### src/rtl/wlvl_pkg.sv
package wlvl_pkg;

  typedef enum logic [2:0] {
    CMD_MRS = 3'b000,
    CMD_REF = 3'b001,
    CMD_PRE = 3'b010,
    CMD_ACT = 3'b011,
    CMD_WR  = 3'b100,
    CMD_RD  = 3'b101,
    CMD_ZQ  = 3'b110,
    CMD_NOP = 3'b111
  } cmd_e;

  localparam logic [2:0] MR1_BANK = 3'd1;
  localparam int LVL_BIT  = 7;
  localparam int QOFF_BIT = 12;
  localparam int RTT_HI   = 9;
  localparam int RTT_MID  = 6;
  localparam int RTT_LO   = 2;

  // Nominal termination codes permitted while outputs are driven.
  function automatic logic rtt_ok_driven(input logic [2:0] code);
    logic ok;
    case (code)
      3'b001, 3'b010, 3'b011: ok = 1'b1;
      default:                ok = 1'b0;
    endcase
    return ok;
  endfunction

endpackage

### src/rtl/wlvl_rst_sync.sv
module wlvl_rst_sync #(
  parameter int STAGES = 2
) (
  input  logic clk,
  input  logic rst_n,
  output logic rst_sync_n
);
  logic [STAGES-1:0] chain_q;
  logic [STAGES-1:0] chain_d;

  always_comb begin
    chain_d = {chain_q[STAGES-2:0], 1'b1};
  end

  always_ff @(posedge clk or negedge rst_n) begin
    if (!rst_n) chain_q <= '0;
    else        chain_q <= chain_d;
  end

  assign rst_sync_n = chain_q[STAGES-1];
endmodule

### src/rtl/wlvl_mode_ctl.sv
module wlvl_mode_ctl
  import wlvl_pkg::*;
#(
  parameter int ADDR_W = 13,
  parameter int BA_W   = 3
) (
  input  logic              clk,
  input  logic              rst_n,
  input  logic              cs_n,
  input  logic [2:0]        cmd,
  input  logic [BA_W-1:0]   ba,
  input  logic [ADDR_W-1:0] addr,
  output logic              lvl_mode,
  output logic              qoff,
  output logic [2:0]        rtt_code,
  output logic              enter_now,
  output logic              illegal_cmd
);
  logic       lvl_q, lvl_d;
  logic       qoff_q, qoff_d;
  logic [2:0] rtt_q, rtt_d;
  logic       err_q, err_d;
  logic       upd_en;
  logic       is_mr1;
  logic       allowed;

  always_comb begin
    is_mr1  = !cs_n && (cmd == CMD_MRS) && (ba == BA_W'(MR1_BANK));
    allowed = cs_n || (cmd == CMD_NOP) || (is_mr1 && !addr[LVL_BIT]);
    if (lvl_q) begin
      upd_en = is_mr1 && !addr[LVL_BIT];
      err_d  = !allowed;
    end else begin
      upd_en = is_mr1;
      err_d  = 1'b0;
    end
    enter_now = upd_en && !lvl_q && addr[LVL_BIT];
    lvl_d  = addr[LVL_BIT];
    qoff_d = addr[QOFF_BIT];
    rtt_d  = {addr[RTT_HI], addr[RTT_MID], addr[RTT_LO]};
  end

  always_ff @(posedge clk or negedge rst_n) begin
    if (!rst_n) begin
      lvl_q  <= 1'b0;
      qoff_q <= 1'b0;
      rtt_q  <= 3'b000;
    end else if (upd_en) begin
      lvl_q  <= lvl_d;
      qoff_q <= qoff_d;
      rtt_q  <= rtt_d;
    end
  end

  always_ff @(posedge clk or negedge rst_n) begin
    if (!rst_n) err_q <= 1'b0;
    else        err_q <= err_d;
  end

  assign lvl_mode    = lvl_q;
  assign qoff        = qoff_q;
  assign rtt_code    = rtt_q;
  assign illegal_cmd = err_q;
endmodule

### src/rtl/wlvl_sampler.sv
module wlvl_sampler #(
  parameter int DQ_W = 8,
  parameter int WLO  = 3,
  parameter int WLOE = 1
) (
  input  logic            clk,
  input  logic            rst_n,
  input  logic            lvl_mode,
  input  logic            enter_now,
  input  logic            mem_ck,
  input  logic            dqs,
  output logic [DQ_W-1:0] dq_val
);
  localparam int DEPTH    = WLO + WLOE;
  localparam int SKEW_MOD = WLOE + 1;

  logic             dqs_q;
  logic             rise;
  logic [DEPTH-1:0] vld_q, vld_d;
  logic [DEPTH-1:0] val_q, val_d;

  always_comb begin
    rise = dqs && !dqs_q;
    if (enter_now) begin
      vld_d = '0;
      val_d = '0;
    end else begin
      vld_d[0] = rise && lvl_mode;
      val_d[0] = mem_ck;
      for (int i = 1; i < DEPTH; i++) begin
        vld_d[i] = vld_q[i-1];
        val_d[i] = val_q[i-1];
      end
    end
  end

  always_ff @(posedge clk or negedge rst_n) begin
    if (!rst_n) begin
      dqs_q <= 1'b0;
      vld_q <= '0;
      val_q <= '0;
    end else begin
      dqs_q <= dqs;
      vld_q <= vld_d;
      val_q <= val_d;
    end
  end

  for (genvar b = 0; b < DQ_W; b++) begin : g_bit
    localparam int TAP = WLO - 1 + (b % SKEW_MOD);
    logic hold_q, hold_d, hold_en;
    always_comb begin
      hold_en = enter_now || vld_q[TAP];
      hold_d  = enter_now ? 1'b0 : val_q[TAP];
    end
    always_ff @(posedge clk or negedge rst_n) begin
      if (!rst_n)       hold_q <= 1'b0;
      else if (hold_en) hold_q <= hold_d;
    end
    assign dq_val[b] = hold_q;
  end
endmodule

### src/rtl/wlvl_term.sv
module wlvl_term (
  input  logic clk,
  input  logic rst_n,
  input  logic lvl_mode,
  input  logic odt,
  output logic dqs_term_on,
  output logic dq_term_on
);
  logic dqs_t_q, dqs_t_d;
  logic dq_t_q, dq_t_d;

  always_comb begin
    dqs_t_d = odt;
    dq_t_d  = odt && !lvl_mode;
  end

  always_ff @(posedge clk or negedge rst_n) begin
    if (!rst_n) begin
      dqs_t_q <= 1'b0;
      dq_t_q  <= 1'b0;
    end else begin
      dqs_t_q <= dqs_t_d;
      dq_t_q  <= dq_t_d;
    end
  end

  assign dqs_term_on = dqs_t_q;
  assign dq_term_on  = dq_t_q;
endmodule

### src/rtl/wlvl_responder.sv
module wlvl_responder
  import wlvl_pkg::*;
#(
  parameter int DQ_W   = 8,
  parameter int ADDR_W = 13,
  parameter int BA_W   = 3,
  parameter int WLO    = 3,
  parameter int WLOE   = 1
) (
  input  logic              clk,
  input  logic              rst_n,
  input  logic              cs_n,
  input  logic [2:0]        cmd,
  input  logic [BA_W-1:0]   ba,
  input  logic [ADDR_W-1:0] addr,
  input  logic              mem_ck,
  input  logic              dqs,
  input  logic              odt,
  output logic [DQ_W-1:0]   dq_out,
  output logic              dq_oe,
  output logic              dqs_term_on,
  output logic              dq_term_on,
  output logic              illegal_cmd,
  output logic              rtt_bad
);
  logic       rst_i_n;
  logic       lvl_mode;
  logic       qoff;
  logic [2:0] rtt_code;
  logic       enter_now;

  wlvl_rst_sync #(.STAGES(2)) u_rst (
    .clk(clk), .rst_n(rst_n), .rst_sync_n(rst_i_n)
  );

  wlvl_mode_ctl #(.ADDR_W(ADDR_W), .BA_W(BA_W)) u_mode (
    .clk(clk), .rst_n(rst_i_n), .cs_n(cs_n), .cmd(cmd), .ba(ba), .addr(addr),
    .lvl_mode(lvl_mode), .qoff(qoff), .rtt_code(rtt_code),
    .enter_now(enter_now), .illegal_cmd(illegal_cmd)
  );

  wlvl_sampler #(.DQ_W(DQ_W), .WLO(WLO), .WLOE(WLOE)) u_smp (
    .clk(clk), .rst_n(rst_i_n), .lvl_mode(lvl_mode), .enter_now(enter_now),
    .mem_ck(mem_ck), .dqs(dqs), .dq_val(dq_out)
  );

  wlvl_term u_term (
    .clk(clk), .rst_n(rst_i_n), .lvl_mode(lvl_mode), .odt(odt),
    .dqs_term_on(dqs_term_on), .dq_term_on(dq_term_on)
  );

  always_comb begin
    dq_oe   = lvl_mode && !qoff;
    rtt_bad = lvl_mode && !qoff && !rtt_ok_driven(rtt_code);
  end
endmodule

### config.mk
export PLATFORM = sky130hd
export DESIGN_NAME = wlvl_responder
export DESIGN_NICKNAME = d
export VERILOG_FILES = /design/src/rtl/wlvl_pkg.sv /design/src/rtl/wlvl_rst_sync.sv /design/src/rtl/wlvl_mode_ctl.sv /design/src/rtl/wlvl_sampler.sv /design/src/rtl/wlvl_term.sv /design/src/rtl/wlvl_responder.sv
export SDC_FILE = /design/constraint.sdc
export NUM_CORES = 1
export LEC_CHECK = 0
export ABC_AREA = 1
export ABC_CLOCK_PERIOD_IN_PS = 800
export BUFFER_PORTS_ARGS = -buffer_cell sky130_fd_sc_hd__buf_2
export CAP_MARGIN = 20
export CORE_UTILIZATION = 40
export CTS_BUF_LIST = sky130_fd_sc_hd__clkbuf_4 sky130_fd_sc_hd__clkbuf_8 sky130_fd_sc_hd__clkbuf_16
export DETAILED_ROUTE_END_ITERATION = 8
export GPL_ROUTABILITY_DRIVEN = 0
export PLACE_DENSITY = 0.72
export SYNTH_ARGS = -nofsm -noshare
export SYNTH_HDL_FRONTEND = slang
export SYNTH_SLANG_ARGS = --single-unit
### constraint.sdc
create_clock -name clk -period 0.8 [get_ports clk]
set_input_delay 0.12 -clock clk [delete_from_list [all_inputs] [get_ports clk]]
set_output_delay 0.12 -clock clk [all_outputs]
set_load 0.01 [all_outputs]
==> flow_summary.toml <==
[run_status]
run_status = "finished, violations left"
failing_checks = "setup timing"

[global_route]
first_global_vias = 638
track_usage = 0.1536
grt_start_max_net_pins = 20
grt_pass1_wl_um = 2663
gr-total-overflow = 0
grt_antenna_before_repair = 0

[floorplanning]
boundaryPins = 38
die_y_um = 48.80
dieArea_mm2 = 0.002381
row_count = 16
die_width_um = 48.80
initial_utilization = 0.4375
coreArea_mm2 = 0.002002

[clock_tree]
cts_htree_levels = 1
cts.sink_count = 21
worst_skew_pair.late_latency_ns = 0.30
clock-root-buffer = "sky130_fd_sc_hd__clkbuf_4"
reg_clk_slew_reported_paths_ns = 0.11
cts_buffers = 3
clk_path_buf_depth = 2
cts_tree = "yes"

[final_layout]
ratio_of_cells_with_drive_above_1_in_the_final_layout = 0.5748
flow.area_growth_from_synthesis_pct = 51.43
layout.nets = 153
finalCoreUtilization = 0.6625
diodes = 0

[yosys]
syn-mean-instance-area_um2 = 10.43
cell_variety_after_synth = 18
synth_cells = 84
postSynthRegisterBits = 21
synth.cell_area_um2 = 875.8
warnings_from_yosys = 0
synth_nets = 109
yosysSeqAreaShare = 0.6000

[drt]
route.vias.total = 669
drt_pass1_iterations = 4
ant_nets = 0
remaining_drc_errors = 0
wire_per_inst_um = 10.25
wirelength_um = 1578
detail_route.vias_per_cell = 4.344
drt_iter0_drc = 2

[timing]
report.final.hold_viol_count = 0
whs_ns = 0.06977
fin_ws_ns = -0.3777
finClkSkew_ns = 0.001238
finalCriticalPeriod_ns = 1.178
timing.final.max_slew_violations = 0
fmax_mhz = 849.1
post-route-period-util = 1.472
rsz0062_at_grt = "yes"
finalSetupViolations = 29

[placement]
post_place_setup_slack_ns = -0.2081
numPortBuffers = 29
place.detailed.hpwl_um = 1022

[power_and_ir_drop]
power.ir.vdd_worst_v = 0.001274
total_power_mw = 3.035
p_per_area_mw_per_mm2 = 2289
p_leak_nw = 0.7159

[critical_path]
crit_path_cell_trace = "inv_4 > nor2_4 > o21a_1 > buf_2"
worst_ep_arrival_time_ns = 1.06
worstSetupPathType = "flip-flop to output port"
cp-start-kind = "flip-flop"
cpPeakStageDelay_ns = 0.40
critPathCaptureType = "output port"
critPathMaxFanout = 2
crit_path_top_delay_cell = "sky130_fd_sc_hd__dfrtp_1"
critical_path_required_ns = 0.68

[hold_path]
timing.hold.worst.class = "primary input to flip-flop"

[job]
max_cap_violations = 0
metal layers:
| metal | wire length (um) | up-vias | track usage |
|---|---|---|---|
| met4 | 49 | 0 | 0.1176 |
| met1 | 652 | 296 | 0.1835 |
| met3 | 79 | 5 | 0.01869 |
| li1 | - | 340 | - |
| met2 | 796 | 28 | 0.2523 |
| met5 | 0 | - | 0 |
cell type report:
| class | count | area (um2) |
|---|---|---|
| Clock buffer | 4 | 30.03 |
| Fill cell | 158 | 675.6 |
| Inverter | 12 | 47.55 |
| Multi-Input combinational cell | 44 | 314.1 |
| Sequential cell | 21 | 525.5 |
| Tap cell | 27 | 33.78 |
| Timing Repair Buffer | 46 | 375.4 |
logic make-up (layout without fill, tap and decap cells):
| logic type | Yosys count | in the layout | synth area share |
|---|---|---|---|
| buffers and inverters | 20 | 62 | 0.1200 |
| multiplexers | 2 | 2 | 0.02571 |
| flip-flops | 21 | 21 | 0.6000 |
| AND/OR/NAND/NOR | 32 | 33 | 0.1857 |
| other | 1 | 1 | 0.004282 |
| AO/OA/AOI/OAI | 8 | 8 | 0.06429 |
sequential cells by signal (all words and copies together), names as in the netlist:
name and cells:
u_smp.val_q 4, u_smp.vld_q 4, u_mode.rtt_code 3, u_rst.chain_q 2, u_smp.g_bit.hold_q 2, u_mode.illegal_cmd 1, u_mode.lvl_mode 1, u_mode.qoff 1
u_smp.dqs_q 1, u_term.dq_term_on 1, u_term.dqs_term_on 1
what timing repair did:
item | in CTS | in global routing
gates resized for setup | 18 | 18
pin swaps | 5 | 9
buffers inserted | 3 | 1
gates cloned | 2 | 0
hold buffers | 3 | 1
endpoints found under the hold margin | 4 | 1
setup endpoints to repair | 29 | 29
layout by cell type, fill, tap and decap left out, drive strengths merged:
cell type / n
buf: 42
dfrtp: 21
nand2: 20
inv: 12
nor2: 9
o211ai: 4
clkbuf: 4
dlygate4sd3: 4
nand3: 3
a21oi: 2
mux2: 2
nor3b: 1
o21a: 1
o21ai: 1
conb: 1
power by group:
group | internal (mW) | leakage (nW) | total [mW] | switching, mW
logic | 0.747 | 0.434 | 1.25 | 0.500
registers | 1.18 | 0.264 | 1.26 | 0.0732
clock network | 0.228 | 0.0184 | 0.531 | 0.302
total | 2.16 | 0.716 | 3.04 | 0.876
cell usage after synthesis:
library cell | count | share of area
sky130_fd_sc_hd__a21oi_1 | 2 | 0.011
sky130_fd_sc_hd__buf_4 | 8 | 0.069
sky130_fd_sc_hd__conb_1 | 1 | 0.0043
sky130_fd_sc_hd__dfrtp_1 | 21 | 0.60
sky130_fd_sc_hd__inv_1 | 11 | 0.047
sky130_fd_sc_hd__inv_2 | 1 | 0.0043
sky130_fd_sc_hd__mux2_2 | 2 | 0.026
sky130_fd_sc_hd__nand2_1 | 18 | 0.077
sky130_fd_sc_hd__nand2_2 | 2 | 0.014
sky130_fd_sc_hd__nand3_1 | 1 | 0.0057
sky130_fd_sc_hd__nand3_4 | 1 | 0.020
sky130_fd_sc_hd__nor2_1 | 7 | 0.030
sky130_fd_sc_hd__nor2_2 | 1 | 0.0071
sky130_fd_sc_hd__nor2_8 | 1 | 0.023
sky130_fd_sc_hd__nor3b_1 | 1 | 0.0086
sky130_fd_sc_hd__o211ai_1 | 4 | 0.034
sky130_fd_sc_hd__o21a_1 | 1 | 0.0086
sky130_fd_sc_hd__o21ai_2 | 1 | 0.010
path summary, 6_finish.rpt:
path                                    endpoint  cells after the start        startpoint  slack [ns]
hold / removal                u_mode.rtt_code[0]                      3           addr[2]        0.07
min in group asynchronous       u_rst.chain_q[1]                      2             rst_n        0.11
max in group asynchronous     u_mode.rtt_code[0]                      1  u_rst.chain_q[1]        0.40
setup / recovery                         rtt_bad                      4   u_mode.lvl_mode       -0.38
setup reg to reg              u_mode.rtt_code[1]                      6   u_mode.lvl_mode       -0.30
hold reg to reg            u_smp.g_bit[7].hold_q                      1  u_rst.chain_q[1]        0.20
metrics by stage:
stage | instances | setup TNS [ns] | instance area (um2)
finish | 154 | -7.243 | 1326
global route | 154 | -8.701 | 1326
global placement | 141 | -2.192 | 1076
floorplan | 84 | -0.4642 | 889.6
CTS | 153 | -7.021 | 1296
detailed placement | 141 | -2.806 | 1076
worst max-delay path, delay by kind of cell (launching register included):
kind	cells	cell delay, ns
buf+inv	2	0.18
compound gates	1	0.11
simple gates	1	0.07
flops	1	0.40
(Power assumes the default switching activity.)
